File: src/rtl/cec_rx_pkg.sv
package cec_rx_pkg;

  localparam int ADDR_SLOTS = 15;

  typedef enum logic [3:0] {
    S_IDLE,
    S_START_LOW,
    S_START_HIGH,
    S_BIT_SAMPLE,
    S_BIT_WAIT,
    S_ACK_DRIVE,
    S_ACK_POST,
    S_FINISH,
    S_ERR_DRIVE
  } rxState_t;

  // strobes from control to datapath
  typedef struct packed {
    logic frameClr;  // new frame: clear buffer and indices
    logic capture;   // sample point of a data or end-of-message bit
    logic advance;   // next bit slot begins
  } dpCtl_t;

  function automatic int imax(int a, int b);
    return (a > b) ? a : b;
  endfunction

endpackage

File: src/rtl/cec_rx_dp.sv
module cec_rx_dp
  import cec_rx_pkg::*;
#(
  parameter int MAX_BYTES = 16
) (
  input  logic                             clk,
  input  logic                             rstN,
  input  logic                             lineIn,
  input  dpCtl_t                           dpCtl,
  output logic [3:0]                       slotIdx,
  output logic                             eomFlag,
  output logic [3:0]                       destAddr,
  output logic [MAX_BYTES*8-1:0]           rxBuf,
  output logic [$clog2(MAX_BYTES+1)-1:0]   rxLen
);

  localparam int IDX_W = $clog2(MAX_BYTES + 1);
  localparam logic [IDX_W-1:0] IDX_FULL = IDX_W'(MAX_BYTES);

  logic [IDX_W-1:0] byteIdx;
  logic [7:0]       byteMem [MAX_BYTES];
  logic             dataSlot;

  assign dataSlot = (slotIdx < 4'd8);

  always_ff @(posedge clk) begin
    if (!rstN || dpCtl.frameClr) begin
      byteIdx <= '0;
      slotIdx <= '0;
      eomFlag <= 1'b0;
      rxLen   <= '0;
    end else begin
      if (dpCtl.capture && slotIdx == 4'd8) begin
        eomFlag <= lineIn;
        rxLen   <= (byteIdx == IDX_FULL) ? IDX_FULL : byteIdx + 1'b1;
      end
      if (dpCtl.advance) begin
        if (slotIdx == 4'd9) begin
          slotIdx <= '0;
          if (byteIdx != IDX_FULL) byteIdx <= byteIdx + 1'b1;
        end else begin
          slotIdx <= slotIdx + 1'b1;
        end
      end
    end
  end

  for (genvar i = 0; i < MAX_BYTES; i++) begin : g_byte
    always_ff @(posedge clk) begin
      if (!rstN || dpCtl.frameClr) begin
        byteMem[i] <= '0;
      end else if (dpCtl.capture && dataSlot && byteIdx == IDX_W'(i)) begin
        byteMem[i][~slotIdx[2:0]] <= lineIn;
      end
    end
    assign rxBuf[8*i +: 8] = byteMem[i];
  end

  assign destAddr = byteMem[0][3:0];

endmodule

File: src/rtl/cec_rx_ctrl.sv
module cec_rx_ctrl
  import cec_rx_pkg::*;
#(
  parameter int START_LOW_MIN   = 3500,
  parameter int START_TOTAL_MAX = 4700,
  parameter int SAMPLE_AT       = 850,
  parameter int BIT_TOTAL_MIN   = 2050,
  parameter int BIT_TOTAL_MAX   = 2750,
  parameter int ACK_LOW_T       = 1500,
  parameter int ERR_LOW_T       = 3600
) (
  input  logic                  clk,
  input  logic                  rstN,
  input  logic                  tickUs,
  input  logic                  lineIn,
  input  logic [ADDR_SLOTS-1:0] addrMask,
  input  logic [3:0]            slotIdx,
  input  logic                  eomFlag,
  input  logic [3:0]            destAddr,
  output dpCtl_t                dpCtl,
  output logic                  driveLow,
  output logic                  msgValid
);

  localparam int MAX_T = imax(imax(START_TOTAL_MAX, BIT_TOTAL_MAX),
                              imax(ERR_LOW_T, imax(ACK_LOW_T, SAMPLE_AT)));
  localparam int CNT_W = $clog2(MAX_T + 2);
  localparam logic [CNT_W-1:0] T_START_LOW = CNT_W'(START_LOW_MIN);
  localparam logic [CNT_W-1:0] T_START_MAX = CNT_W'(START_TOTAL_MAX);
  localparam logic [CNT_W-1:0] T_SAMPLE    = CNT_W'(SAMPLE_AT);
  localparam logic [CNT_W-1:0] T_BIT_MIN   = CNT_W'(BIT_TOTAL_MIN);
  localparam logic [CNT_W-1:0] T_BIT_MAX   = CNT_W'(BIT_TOTAL_MAX);
  localparam logic [CNT_W-1:0] T_ACK       = CNT_W'(ACK_LOW_T);
  localparam logic [CNT_W-1:0] T_ERR       = CNT_W'(ERR_LOW_T);

  rxState_t         state, nextState;
  logic [CNT_W-1:0] cnt;
  logic             prevLine, fallSeen, restart, validSet, ackMine;
  logic [15:0]      maskExt;

  assign fallSeen = prevLine & ~lineIn;
  assign maskExt  = {1'b0, addrMask};   // slot 15 = broadcast, never ours
  assign ackMine  = maskExt[destAddr];

  always_comb begin
    nextState = state;
    restart   = 1'b0;
    validSet  = 1'b0;
    dpCtl     = '0;
    unique case (state)
      S_IDLE: if (fallSeen) begin
        nextState      = S_START_LOW;
        restart        = 1'b1;
        dpCtl.frameClr = 1'b1;
      end
      S_START_LOW: if (lineIn)
        nextState = (cnt < T_START_LOW) ? S_IDLE : S_START_HIGH;
      S_START_HIGH:
        if (fallSeen) begin
          nextState = S_BIT_SAMPLE;
          restart   = 1'b1;
        end else if (cnt > T_START_MAX) begin
          nextState = S_IDLE;
        end
      S_BIT_SAMPLE: if (cnt >= T_SAMPLE) begin
        dpCtl.capture = 1'b1;
        nextState     = S_BIT_WAIT;
      end
      S_BIT_WAIT:
        if (fallSeen) begin
          restart = 1'b1;
          if (cnt < T_BIT_MIN) begin
            nextState = S_ERR_DRIVE;
          end else begin
            dpCtl.advance = 1'b1;
            if (slotIdx == 4'd8) nextState = ackMine ? S_ACK_DRIVE : S_ACK_POST;
            else                 nextState = S_BIT_SAMPLE;
          end
        end else if (cnt > T_BIT_MAX) begin
          nextState = S_IDLE;
        end
      S_ACK_DRIVE: if (cnt >= T_ACK) nextState = S_ACK_POST;
      S_ACK_POST:
        if (lineIn) begin
          if (eomFlag) begin
            validSet  = 1'b1;
            nextState = S_FINISH;
          end else begin
            nextState = S_BIT_WAIT;
          end
        end else if (cnt > T_BIT_MAX) begin
          nextState = S_IDLE;
        end
      S_FINISH:    if (cnt >= T_BIT_MIN) nextState = S_IDLE;
      S_ERR_DRIVE: if (cnt >= T_ERR) nextState = S_IDLE;
      default:     nextState = S_IDLE;
    endcase
  end

  always_ff @(posedge clk) begin
    if (!rstN) begin
      state    <= S_IDLE;
      cnt      <= '0;
      prevLine <= 1'b1;
      msgValid <= 1'b0;
    end else begin
      state    <= nextState;
      prevLine <= lineIn;
      msgValid <= validSet;
      if (restart)                    cnt <= CNT_W'(1);
      else if (tickUs && cnt != '1)   cnt <= cnt + 1'b1;
    end
  end

  assign driveLow = (state == S_ACK_DRIVE) || (state == S_ERR_DRIVE);

endmodule

File: src/rtl/cec_rx_top.sv
module cec_rx_top
  import cec_rx_pkg::*;
#(
  parameter int MAX_BYTES       = 16,
  parameter int START_LOW_MIN   = 3500,
  parameter int START_TOTAL_MAX = 4700,
  parameter int SAMPLE_AT       = 850,
  parameter int BIT_TOTAL_MIN   = 2050,
  parameter int BIT_TOTAL_MAX   = 2750,
  parameter int ACK_LOW_T       = 1500,
  parameter int ERR_LOW_T       = 3600
) (
  input  logic                           clk,
  input  logic                           rstN,
  input  logic                           tickUs,
  input  logic                           lineIn,
  input  logic [14:0]                    addrMask,
  output logic                           driveLow,
  output logic [MAX_BYTES*8-1:0]         rxBuf,
  output logic [$clog2(MAX_BYTES+1)-1:0] rxLen,
  output logic                           msgValid
);

  dpCtl_t     dpCtl;
  logic [3:0] slotIdx, destAddr;
  logic       eomFlag;

  cec_rx_ctrl #(
    .START_LOW_MIN(START_LOW_MIN), .START_TOTAL_MAX(START_TOTAL_MAX),
    .SAMPLE_AT(SAMPLE_AT), .BIT_TOTAL_MIN(BIT_TOTAL_MIN),
    .BIT_TOTAL_MAX(BIT_TOTAL_MAX), .ACK_LOW_T(ACK_LOW_T), .ERR_LOW_T(ERR_LOW_T)
  ) ctrl_i (
    .clk(clk), .rstN(rstN), .tickUs(tickUs), .lineIn(lineIn),
    .addrMask(addrMask), .slotIdx(slotIdx), .eomFlag(eomFlag),
    .destAddr(destAddr), .dpCtl(dpCtl), .driveLow(driveLow), .msgValid(msgValid)
  );

  cec_rx_dp #(.MAX_BYTES(MAX_BYTES)) dp_i (
    .clk(clk), .rstN(rstN), .lineIn(lineIn), .dpCtl(dpCtl),
    .slotIdx(slotIdx), .eomFlag(eomFlag), .destAddr(destAddr),
    .rxBuf(rxBuf), .rxLen(rxLen)
  );

endmodule

File: config.mk
export PLATFORM = sky130hd
export DESIGN_NAME = cec_rx_top
export DESIGN_NICKNAME = d
export VERILOG_FILES = /design/src/rtl/cec_rx_pkg.sv /design/src/rtl/cec_rx_dp.sv /design/src/rtl/cec_rx_ctrl.sv /design/src/rtl/cec_rx_top.sv
export SDC_FILE = /design/constraint.sdc
export NUM_CORES = 1
export LEC_CHECK = 0
export BUFFER_PORTS_ARGS = -buffer_cell sky130_fd_sc_hd__buf_2
export CELL_PAD_IN_SITES_DETAIL_PLACEMENT = 0
export CELL_PAD_IN_SITES_GLOBAL_PLACEMENT = 1
export CORE_MARGIN = 2
export CORE_UTILIZATION = 25
export DETAILED_ROUTE_END_ITERATION = 8
export GPL_ROUTABILITY_DRIVEN = 0
export PLACE_DENSITY = 0.6
export SYNTH_ARGS = -nofsm -noshare
export SYNTH_HDL_FRONTEND = slang
export SYNTH_HIERARCHICAL = 1
export SYNTH_SLANG_ARGS = --single-unit
File: constraint.sdc
create_clock -name clk -period 2.4 [get_ports clk]
set_input_delay 0.48 -clock clk [delete_from_list [all_inputs] [get_ports clk]]
set_output_delay 0.48 -clock clk [all_outputs]
set_load 0.02 [all_outputs]
==> results.md <==
- Status: completed
- Mean cell area of the mapped netlist: 10.1 sq um
- Yosys reg bits: 162
- Post-cts resize count: 0
- Layout area overhead: 27.2%
- RSZ-0062 raised after global routing: true
- Initial antenna violation count: 1
- Setup WS post-layout: 82.9 ps
- Reg2reg start: ctrl_i/cnt[6]$_SDFFE_PP0P_
- Least-Margin Pin Slew: 651 ps
- IO buf count: 153
- Reg power frac: 49.5%
- Cts hold-fix bufs: 0
- Most frequent cells in the layout: 156 x nor2_1, 153 x buf_2, 128 x edfxtp_1
- 1st-pass router iterations: 6
- PD cells: 633 nW/um^2
- Place WS: 50.8 ps
- CTS tree: yes
- Syn_nets: 832
- Min-delay src: rstN
- Static Leak: 3.87 nW
- CORE AREA: 31800 sq um
- GRT met2 Usage: 23.7%
- Slew Limit Fails: 0
- # diodes: 0
- Crit end category: flip-flop
- Post-Place Cell Area: 9720 sq um
- # fillers: 3298
- Worst setup SP type: flip-flop
- Crit path launch: ctrl_i/cnt[6]$_SDFFE_PP0P_
- Layout cells sized above 1: 29.1%
- Max Fclk: 432 MHz
- Grt ovf: 0
- Min Tclk post-route: 2320 ps
- 1st-iter DRT viols: 739
- Most used DFF post-synth: edfxtp_1
- Antenna Nets Post-Route: 0
- Final Cycle Share: 96.5%
- Finished Core Util: 32.5%
- Die W: 184 um
- Flip-flop and latch area: 4520 sq um
- Hold Path Class: input port to flip-flop
- Synthesized area: 8120 sq um
- Final wirelength: 26.1 mm
- Crit Path Category: flip-flop to flip-flop
- Boundary Pins: 154
- Most common cell after layout, fill and taps aside: nor2_1
- Clock Skews: 11.2 ps
- Count of cell types in the netlist: 73
- Ys async rst share: 0%
- Height of the chip: 184 um
- Post-layout instance area: 10300 sq um
- CTS buffer count: 17
- Overall global routing resource usage: 15.6%
- R2R depth: 10
- Via count of the routed design: 6772
- Combinational Power Share: 8.9%
- Vias in the first global route: 6591
- Clk slew on worst S/H paths: 70 ps
- Remaining DRCs: 0
- Met3 Use GR: 3.28%
- Starting density of the core: 25.5%
- Worst setup path end: dp_i/byteIdx[2]$_SDFFE_PP0P_
- VDD IR max: 0.440 mV
- Clk buf depth: 2
- Clock power frac: 41.7%
- Wire per inst: 18.3 um
- Number of synthesized flops with an enable pin: 128
- Mapped Cells: 807
- Data arrival time of the critical path: 2690 ps
- Worst Path Max Fanout: 11
- Die Footprint: 33900 sq um
- M1 GR Usage: 21.4%
- First-pass GRT wire length: 39.4 mm
- Layer with the highest usage: met2
- Sequential element share of the synthesized area: 55.8%
- Internal power: 4.74 mW
- Synth warn: 6
- Htree depth: 4
- Largest net degree at the start of global routing: 84
- Vias per Instance: 4.75
- Setup Viol. Count Final: 0
- FF-to-FF setup slack: 80 ps
- Area of the multi-input gates: 3130 sq um
- DP Wirelength: 18.6 mm
- Net Sw Power: 1.80 mW
- CTS Sinks: 162
- Worst skew pair latency: 440 ps
- Rel. slew slack: 56.0%
- # rows: 65
- Setup Buffers After CTS: 0
- CTS root buf: clkbuf_16
- Endpoints failing hold: 0
- R2r endpoint: dp_i/byteIdx[2]$_SDFFE_PP0P_
- # nets final: 1002
- # Max-Cap Violations: 0
- Net Sw Frac: 27.5%
- Worst path required time: 2770 ps
[power groups by stage]
stage | registers [mW] | clock network (mW) | logic [mW]
6_report | 3.23 | 2.72 | 0.580
5_1_grt | 3.25 | 2.90 | 0.636
4_1_cts | 3.24 | 2.79 | 0.584
3_3_place_gp | 3.30 | 0 | 0.580
2_1_floorplan | 3.43 | 0 | 0.204
3_5_place_dp | 3.30 | 0 | 0.582
[stage by stage]
step | total power [mW] | cells | hold WS, ps | setup TNS, ps
floorplan | 3.64 | 807 | 459 | 0
global placement | 3.88 | 1393 | 488 | 0
detailed placement | 3.88 | 1393 | 487 | 0
CTS | 6.61 | 1425 | 340 | 0
global route | 6.78 | 1425 | 351 | -35.7
finish | 6.54 | 1425 | 356 | 0
[flip-flops by register name, summed over array words and instances (netlist names)]
register	flops
ctrl_i/cnt	13
ctrl_i/prevLine	1
dp_i/byteIdx	5
dp_i/rxLen	5
ctrl_i/msgValid	1
dp_i/slotIdx	4
ctrl_i/state	4
dp_i/eomFlag	1
dp_i/byteMem	128
[worst min path at each step]
stage	to	slack (ps)	cells past startpoint
floorplan	dp_i/eomFlag$_SDFFE_PP0P_	460	2
finish	ctrl_i/prevLine$_SDFF_PN1_	360	2
detailed placement	dp_i/rxLen[1]$_SDFFE_PP0P_	490	2
CTS	ctrl_i/prevLine$_SDFF_PN1_	340	2
global placement	dp_i/rxLen[1]$_SDFFE_PP0P_	490	2
global route	ctrl_i/prevLine$_SDFF_PN1_	350	2
[layer usage]
metal	vias to the layer above	wire length, um
met2	253	11600
met1	3253	12100
li1	3224	-
met5	-	0
met4	0	787
met3	42	1630
[area by class of cell]
class / count / share of cell area [%]
inverter: 14 / 0.509
clock inverter: 15 / 1.53
clock buffer: 17 / 4.12
tap: 435 / 5.27
multi-input combinational: 555 / 30.3
timing repair buffer: 227 / 14.4
sequential: 162 / 43.8
[kinds of logic after synthesis]
family / after synthesis / synth area share, %
buffers and inverters: 90 / 5.94
flip-flops: 162 / 55.8
AND/OR/NAND/NOR: 333 / 20.8
AO/OA/AOI/OAI: 192 / 13.7
adder cells (fa/ha/maj): 6 / 0.925
XOR/XNOR: 16 / 1.73
multiplexers: 8 / 1.16
[Yosys cell counts (3+ instances only)]
library cell	n	area share [%]
a211oi_1	3	0.28
a21oi_1	20	1.2
a311oi_1	3	0.32
and3_1	8	0.62
and4b_1	3	0.37
and4bb_2	6	0.93
buf_2	22	1.4
buf_4	17	1.6
buf_6	6	0.83
clkbuf_1	29	1.3
dfxtp_1	34	8.4
edfxtp_1	128	47
ha_1	6	0.93
inv_1	14	0.65
mux2i_1	6	0.74
nand2_1	48	2.2
nand2b_1	11	0.85
nand3_1	29	1.8
nand4_1	18	1.4
nor2_1	156	7.2
nor2_2	3	0.23
nor2b_1	9	0.69
nor3_1	7	0.43
nor4b_1	3	0.32
o211ai_1	3	0.28
o21ai_0	126	7.8
o21ai_1	12	0.74
o31ai_1	3	0.28
or3_1	5	0.39
or4_1	4	0.37
xnor2_1	9	0.97
xor2_1	7	0.76
[worst max-delay path, stage by stage (launching register included)]
cell and delay, ps:
dfxtp_1 320, buf_4 170, or4_1 550, nor2_4 150, a31oi_4 120, nand2b_1 130
inv_1 90, buf_4 160, and4b_1 240, nand4_1 120, mux2i_1 180
No activity file was read; power rests on OpenSTA's default activity.
